--- src/rtl/qre_pkg.sv ---
package qre_pkg;

    typedef enum logic [1:0] {
        PH_IDLE  = 2'd0,
        PH_ADDR  = 2'd1,
        PH_DUMMY = 2'd2,
        PH_DATA  = 2'd3
    } qre_phase_e;

    // log2 of lane counts: 0 -> 1 line, 1 -> 2 lines, 2 -> 4 lines
    typedef struct packed {
        logic [1:0] addr_lg;
        logic [1:0] data_lg;
        logic       has_dummy;
    } qre_mode_t;

    function automatic qre_mode_t qre_decode(input logic [2:0] code);
        qre_mode_t r;
        case (code)
            3'd0:    r = '{addr_lg: 2'd0, data_lg: 2'd0, has_dummy: 1'b0};
            3'd2:    r = '{addr_lg: 2'd0, data_lg: 2'd1, has_dummy: 1'b1};
            3'd3:    r = '{addr_lg: 2'd0, data_lg: 2'd2, has_dummy: 1'b1};
            3'd4:    r = '{addr_lg: 2'd1, data_lg: 2'd1, has_dummy: 1'b1};
            3'd5:    r = '{addr_lg: 2'd2, data_lg: 2'd2, has_dummy: 1'b1};
            default: r = '{addr_lg: 2'd0, data_lg: 2'd0, has_dummy: 1'b1};
        endcase
        return r;
    endfunction

endpackage

--- src/rtl/qre_store.sv ---
module qre_store #(
    parameter int MEM_AW = 8
) (
    input  logic              clk,
    input  logic              rst_n,
    input  logic              we,
    input  logic [MEM_AW-1:0] waddr,
    input  logic [7:0]        wdata,
    input  logic [MEM_AW-1:0] rd_idx,
    output logic [7:0]        rd_data
);
    localparam int MEM_BYTES = 1 << MEM_AW;

    logic [7:0] bank [MEM_BYTES];

    for (genvar g = 0; g < MEM_BYTES; g++) begin : g_byte
        logic [7:0] cell_q;
        logic       hit;
        assign hit = we && (waddr == MEM_AW'(g));
        always_ff @(posedge clk or negedge rst_n) begin
            if (!rst_n)   cell_q <= 8'hFF;
            else if (hit) cell_q <= wdata;
        end
        assign bank[g] = cell_q;
    end

    assign rd_data = bank[rd_idx];


    store_write_chk: assert property (@(posedge clk) disable iff (!rst_n)
        we |=> bank[$past(waddr)] == $past(wdata));

endmodule

--- src/rtl/qre_lanes.sv ---
module qre_lanes (
    input  logic [3:0] io_in,
    input  logic [1:0] addr_lg,
    input  logic [1:0] data_lg,
    input  logic [7:0] out_byte,
    output logic [3:0] addr_bits,
    output logic [3:0] drive_val,
    output logic [3:0] drive_mask
);
    always_comb begin
        case (addr_lg)
            2'd0:    addr_bits = {3'b000, io_in[0]};
            2'd1:    addr_bits = {2'b00, io_in[1:0]};
            default: addr_bits = io_in;
        endcase
        case (data_lg)
            2'd0: begin
                drive_val  = {2'b00, out_byte[7], 1'b0};
                drive_mask = 4'b0010;
            end
            2'd1: begin
                drive_val  = {2'b00, out_byte[7:6]};
                drive_mask = 4'b0011;
            end
            default: begin
                drive_val  = out_byte[7:4];
                drive_mask = 4'b1111;
            end
        endcase
    end

endmodule

--- src/rtl/qre_seq.sv ---
module qre_seq
    import qre_pkg::*;
#(
    parameter int ADDR_W = 24,
    parameter int MEM_AW = 8,
    parameter int LAT_W  = 4
) (
    input  logic              clk,
    input  logic              rst_n,
    input  logic              cs_n,
    input  logic              sck_rise,
    input  logic              sck_fall,
    input  logic              start,
    input  logic [2:0]        mode,
    input  logic [LAT_W-1:0]  latency,
    input  logic [3:0]        addr_bits,
    input  logic [3:0]        drive_val,
    input  logic [3:0]        drive_mask,
    input  logic [7:0]        rd_byte,
    output logic [MEM_AW-1:0] rd_idx,
    output logic [1:0]        addr_lg,
    output logic [1:0]        data_lg,
    output logic [7:0]        out_byte,
    output logic [3:0]        io_out,
    output logic [3:0]        io_oe
);
    localparam int CNT_W = $clog2(ADDR_W + 1);

    typedef struct packed {
        qre_phase_e        phase;
        logic [ADDR_W-1:0] addr;
        logic [CNT_W-1:0]  cnt;
        logic [LAT_W-1:0]  dummy;
        logic [1:0]        aw;
        logic [1:0]        dw;
        logic [7:0]        shreg;
        logic [2:0]        chunk;
        logic [3:0]        io_out;
        logic [3:0]        io_oe;
    } st_t;

    st_t              s_q, s_d;
    qre_mode_t        cfg;
    logic             load;
    logic [3:0]       aw_bits, dw_bits;
    logic [MEM_AW-1:0] nxt_idx;

    always_comb begin
        s_d      = s_q;
        cfg      = qre_decode(mode);
        load     = (s_q.phase == PH_DATA) && sck_fall && (s_q.chunk == 3'd0);
        out_byte = load ? rd_byte : s_q.shreg;
        aw_bits  = 4'd1 << s_q.aw;
        dw_bits  = 4'd1 << s_q.dw;
        nxt_idx  = s_q.addr[MEM_AW-1:0] + MEM_AW'(1);
        if (cs_n) begin
            s_d = '0;
        end else begin
            case (s_q.phase)
                PH_IDLE: if (start) begin
                    s_d.phase = PH_ADDR;
                    s_d.addr  = '0;
                    s_d.aw    = cfg.addr_lg;
                    s_d.dw    = cfg.data_lg;
                    s_d.cnt   = CNT_W'(ADDR_W >> cfg.addr_lg);
                    s_d.dummy = cfg.has_dummy ? latency : '0;
                    s_d.chunk = 3'd0;
                end
                PH_ADDR: if (sck_rise) begin
                    s_d.addr = (s_q.addr << aw_bits) | ADDR_W'(addr_bits);
                    s_d.cnt  = s_q.cnt - CNT_W'(1);
                    if (s_q.cnt == CNT_W'(1))
                        s_d.phase = (s_q.dummy != '0) ? PH_DUMMY : PH_DATA;
                end
                PH_DUMMY: if (sck_rise) begin
                    s_d.dummy = s_q.dummy - LAT_W'(1);
                    if (s_q.dummy == LAT_W'(1)) s_d.phase = PH_DATA;
                end
                default: if (sck_fall) begin
                    s_d.io_out = drive_val;
                    s_d.io_oe  = drive_mask;
                    s_d.shreg  = out_byte << dw_bits;
                    if (load) begin
                        s_d.chunk = 3'((4'd8 >> s_q.dw) - 4'd1);
                        s_d.addr  = {{(ADDR_W-MEM_AW){1'b0}}, nxt_idx};
                    end else begin
                        s_d.chunk = s_q.chunk - 3'd1;
                    end
                end
            endcase
        end
    end

    always_ff @(posedge clk or negedge rst_n) begin
        if (!rst_n) s_q <= '0;
        else        s_q <= s_d;
    end

    assign rd_idx  = s_q.addr[MEM_AW-1:0];
    assign addr_lg = s_q.aw;
    assign data_lg = s_q.dw;
    assign io_out  = s_q.io_out;
    assign io_oe   = s_q.io_oe;


    addr_count_chk: assert property (@(posedge clk) disable iff (!rst_n)
        (s_q.phase == PH_ADDR && sck_rise && !cs_n && s_q.cnt > CNT_W'(1))
        |=> (s_q.phase == PH_ADDR && s_q.cnt == $past(s_q.cnt) - CNT_W'(1)));


    dummy_len_chk: assert property (@(posedge clk) disable iff (!rst_n)
        (s_q.phase == PH_DUMMY && sck_rise && !cs_n && s_q.dummy > LAT_W'(1))
        |=> s_q.phase == PH_DUMMY);


    wrap_zero_chk: assert property (@(posedge clk) disable iff (!rst_n)
        (load && !cs_n && s_q.addr[MEM_AW-1:0] == {MEM_AW{1'b1}})
        |=> s_q.addr == '0);


    oe_quiet_chk: assert property (@(posedge clk) disable iff (!rst_n)
        (s_q.phase != PH_DATA) |-> s_q.io_oe == 4'b0000);


    oe_shape_chk: assert property (@(posedge clk) disable iff (!rst_n)
        s_q.io_oe == 4'b0000 || s_q.io_oe == 4'b0010 ||
        s_q.io_oe == 4'b0011 || s_q.io_oe == 4'b1111);


    cs_abort_chk: assert property (@(posedge clk) disable iff (!rst_n)
        cs_n |=> (s_q.phase == PH_IDLE && s_q.io_oe == 4'b0000 && s_q.io_out == 4'b0000));

endmodule

--- src/rtl/qspi_read_engine.sv ---
module qspi_read_engine #(
    parameter int ADDR_W = 24,
    parameter int MEM_AW = 8,
    parameter int LAT_W  = 4
) (
    input  logic              clk,
    input  logic              rst_n,
    input  logic              cs_n,
    input  logic              sck_rise,
    input  logic              sck_fall,
    input  logic              start,
    input  logic [2:0]        mode,
    input  logic [LAT_W-1:0]  latency,
    input  logic [3:0]        io_in,
    output logic [3:0]        io_out,
    output logic [3:0]        io_oe,
    input  logic              mem_we,
    input  logic [MEM_AW-1:0] mem_waddr,
    input  logic [7:0]        mem_wdata
);
    logic [MEM_AW-1:0] rd_idx;
    logic [7:0]        rd_byte, out_byte;
    logic [1:0]        addr_lg, data_lg;
    logic [3:0]        addr_bits, drive_val, drive_mask;

    qre_store #(.MEM_AW(MEM_AW)) u_store (
        .clk     (clk),
        .rst_n   (rst_n),
        .we      (mem_we),
        .waddr   (mem_waddr),
        .wdata   (mem_wdata),
        .rd_idx  (rd_idx),
        .rd_data (rd_byte)
    );

    qre_lanes u_lanes (
        .io_in      (io_in),
        .addr_lg    (addr_lg),
        .data_lg    (data_lg),
        .out_byte   (out_byte),
        .addr_bits  (addr_bits),
        .drive_val  (drive_val),
        .drive_mask (drive_mask)
    );

    qre_seq #(.ADDR_W(ADDR_W), .MEM_AW(MEM_AW), .LAT_W(LAT_W)) u_seq (
        .clk        (clk),
        .rst_n      (rst_n),
        .cs_n       (cs_n),
        .sck_rise   (sck_rise),
        .sck_fall   (sck_fall),
        .start      (start),
        .mode       (mode),
        .latency    (latency),
        .addr_bits  (addr_bits),
        .drive_val  (drive_val),
        .drive_mask (drive_mask),
        .rd_byte    (rd_byte),
        .rd_idx     (rd_idx),
        .addr_lg    (addr_lg),
        .data_lg    (data_lg),
        .out_byte   (out_byte),
        .io_out     (io_out),
        .io_oe      (io_oe)
    );

endmodule

--- config.mk ---
export PLATFORM = sky130hd
export DESIGN_NAME = qspi_read_engine
export DESIGN_NICKNAME = d
export VERILOG_FILES = /design/src/rtl/qre_pkg.sv /design/src/rtl/qre_store.sv /design/src/rtl/qre_lanes.sv /design/src/rtl/qre_seq.sv /design/src/rtl/qspi_read_engine.sv
export SDC_FILE = /design/constraint.sdc
export NUM_CORES = 2
export LEC_CHECK = 0
export BUFFER_PORTS_ARGS = -buffer_cell sky130_fd_sc_hd__buf_2
export CAP_MARGIN = 20
export CORE_ASPECT_RATIO = 1.5
export CORE_MARGIN = 4
export CORE_UTILIZATION = 50
export CTS_CLUSTER_DIAMETER = 120
export DETAILED_ROUTE_END_ITERATION = 6
export PLACE_DENSITY_LB_ADDON = 0.2
export SETUP_SLACK_MARGIN = 0.15
export SLEW_MARGIN = 25
export SYNTH_ARGS = -nofsm -noshare
export SYNTH_HDL_FRONTEND = slang
export SYNTH_SLANG_ARGS = --single-unit
--- constraint.sdc ---
create_clock -name clk -period 3.95 [get_ports clk]
set_input_delay 0.79 -clock clk [delete_from_list [all_inputs] [get_ports clk]]
set_output_delay 0.79 -clock clk [all_outputs]
set_load 0.05 [all_outputs]
==> qor.txt <==
status: complete, no violations
final non-filler cell total: 9311
total power: 52200 µW
P_leak: 0.0441 µW
Post-Route WL: 300000 µm
area share of the largest cell type after synthesis: 0.545
Worst slew margin: 0.305
remaining global-route overflow: 0
H-tree depth: 4
mean routed wirelength per cell: 32.3 µm
cell with the most instances after synthesis: mux2_2
final critical-path share of the clock period: 0.955
Top FF cell, synth: dfstp_2
CP Class: flop to flop
Least-Margin Pin Slew: 1.04 ns
core footprint: 196000 µm²
post-synth cell types: 65
Initial Util: 0.503
CP startpoint kind: flop
Pins Over Slew Limit: 0
Ys Warns: 0
HP Class: primary input to async pin
Crit. End Element: flop
max-capacitance violation count: 0
mapped cell area: 98700 µm²
GP Congestion: 0.901
# placed instances: 8961
fraction of registers with async set/reset: 1.00
#FFs+latches synth: 2089
clock net sink count: 2089
# hold bufs at CTS: 0
multi-input logic area: 41700 µm²
highest clock rate: 0.265 GHz
Routed Antenna Nets: 0
PwrDens: 472 nW/µm²
Worst EP arrival: 4.50 ns
CTS root buf: clkbuf_16
top cells by area, synth: dfstp_2 (55%), mux2_2 (24%), mux4_2 (10%)
switch share: 0.271
initial antenna violation count: 13
commonest cells in the netlist: mux2_2 (2062), dfstp_2 (2048), mux4_2 (458)
P&R area growth vs syn: 11.9%
final setup violation count: 0
post-CTS setup buffer count: 0
I/O pin count: 42
P_int: 38000 µW
WP data required: 4.68 ns
cell accounting for the most synthesized area: dfstp_2
RSZ-0062 raised after global routing: yes
Post-Syn Instances: 6413
first-pass GRT wire length: 441000 µm
TritonCTS Buffers: 202
register area share after synthesis: 0.556
synthesized net count: 6461
Final Hold Fails: 0
Logic pwr share: 0.175
post-layout min period: 3.77 ns
worst setup skew after layout: 0.0364 ns
FF+latch area: 54900 µm²
detailed-route via count: 59.0k
pin count of the biggest net entering global routing: 164
VDD IR max: 0.372 mV
critical path fanouts, max: 17
sw power: 14100 µW
DRC viols: 0
die area: 205000 µm²
Flop pwr share: 0.458
die height: 552 µm
HPWL Detailed: 202000 µm
nets: 6602
CTS Buffer Depth: 4
Reg clk slew, reported paths: 0.06 ns
chip width: 371 µm
Fill cells: 15.6k
Skew-Pair Late Insertion Delay: 0.85 ns
EDFF count, synth: 0
drt via density: 6.34
number of global-route vias before repair: 61.9k
Avg Inst Size Synth: 15.4 µm²
Detailed Route Iter0 Violations: 4963
CTS tree: yes
All-Layer GR Usage: 0.292
Site Rows: 199
port bufs: 41
layout cells sized above 1: 0.800
DR pass1 iterations: 5
Clk pwr share: 0.366
## path summary, 6_finish.rpt
check / startpoint / end / slack (ns) / cells past startpoint
worst max-delay path: u_seq.rd_idx[2] / u_seq.s_q[18] / 0.18 / 12
worst min-delay path: rst_n / u_store.g_byte[118].cell_q[1] / 0.16 / 1
worst max register to register: u_seq.rd_idx[2] / u_seq.s_q[18] / 0.18 / 12
worst min register to register: u_seq.s_q[12] / u_seq.s_q[12] / 0.51 / 2
max in group asynchronous: rst_n / u_store.g_byte[180].cell_q[7] / 2.70 / 3
min in group clk: mode[0] / u_seq.addr_lg[0] / 0.21 / 2
## critical path: stages (launching register included)
cell and delay [ns]:
dfrtp_4 0.67, nand2_2 0.36, buf_4 0.35, o221ai_1 0.39
a21oi_1 0.13, nor3_1 0.40, buf_4 0.25, nor3_1 0.08
nor3_2 0.43, buf_4 0.20, a211oi_2 0.05, or2_1 0.25
o211ai_1 0.09
## what timing repair did
| action | CTS | global route |
|---|---|---|
| pin swaps | 0 | 2 |
| resized for setup | 12 | 23 |
| setup endpoints to repair | 9 | 7 |
| gates cloned | 0 | 2 |
## metal layers
layer	share of wire	GRT usage	up-vias	wire length [µm]
met3	0.056	0.0493	666	16900
met4	0.058	0.145	10	17400
li1	-	-	24200	-
met1	0.40	0.378	32200	120000
met5	0.00025	0	-	76
met2	0.49	0.475	1927	146000
## stage by stage
stage / hold slack (ns) / TNS (ns) / cell area (µm²) / setup slack, ns / utilization
finish: 0.157 / 0 / 110000 / 0.179 / 0.563
global route: 0.159 / 0 / 110000 / 0.149 / 0.563
CTS: 0.141 / 0 / 110000 / 0.113 / 0.562
global placement: 0.470 / -1.19 / 104000 / -0.356 / 0.529
floorplan: 0.451 / 0 / 98700 / 0.934 / -
detailed placement: 0.483 / -0.905 / 104000 / -0.312 / 0.529
## logic make-up (layout without fill, tap and decap cells)
| logic type | count (synthesis) | count (layout) | synth area share |
|---|---|---|---|
| multiplexers | 2710 | 2710 | 0.359 |
| flip-flops | 2089 | 2089 | 0.556 |
| AND/OR/NAND/NOR | 636 | 636 | 0.0280 |
| buffers and inverters | 523 | 802 | 0.0245 |
| AO/OA/AOI/OAI | 438 | 438 | 0.0306 |
| adder cells (fa/ha/maj) | 14 | 14 | 0.00178 |
| XOR/XNOR | 3 | 3 | 0.000266 |
| other | 0 | 6 | 0 |
## power by group through the flow
stage | registers [µW] | clock network [µW] | logic (µW)
global placement | 24100 | 0 | 8960
CTS | 23900 | 19500 | 9100
floorplan | 23900 | 0 | 5790
global route | 24000 | 20300 | 9640
finish | 23900 | 19100 | 9140
detailed placement | 24200 | 0 | 9070
## sequential cells by signal (all words and copies together), names as in the netlist
| register | cells |
|---|---|
| u_seq.addr_lg | 2 |
| u_seq.data_lg | 2 |
| u_seq.io_oe | 3 |
| u_seq.io_out | 4 |
| u_seq.rd_idx | 8 |
| u_seq.s_q | 22 |
| u_store.g_byte.cell_q | 2048 |
## layout by cell type (no fill, tap or decap), types with 12 or more instances in the layout
cell type,netlist,final
mux2i_1,190,186
a32oi_1,15,15
and2_1,13,12
clkinv_2,0,24
buf_4,44,326
a21oi_1,89,88
mux2_2,2062,2062
nand2_1,356,354
ha_1,14,14
a22oi_1,100,97
nand3_1,46,46
o221ai_1,31,31
buf_2,37,32
nor2_1,92,89
a31oi_1,17,17
inv_1,16,16
clkbuf_8,0,46
o21ai_0,51,51
dfstp_2,2048,2048
nand2b_1,17,16
and3_1,14,14
a211oi_1,16,15
clkbuf_16,0,207
mux4_2,458,458
nor3_1,42,36
nor2b_1,21,16
dfrtp_1,41,34
buf_12,0,67
clkbuf_1,375,57
o22ai_1,27,27
a22o_1,17,17
## layout make-up
cell class	count	share of cell area
Sequential cell	2089	0.497
Inverter	19	0.000691
Tap cell	2613	0.0296
Clock buffer	300	0.0531
Timing Repair Buffer	441	0.0383
Clock inverter	42	0.00429
Multi-Input combinational cell	3801	0.377
Antenna cell	6	0.000136
Power figures use the tool's default switching activity.
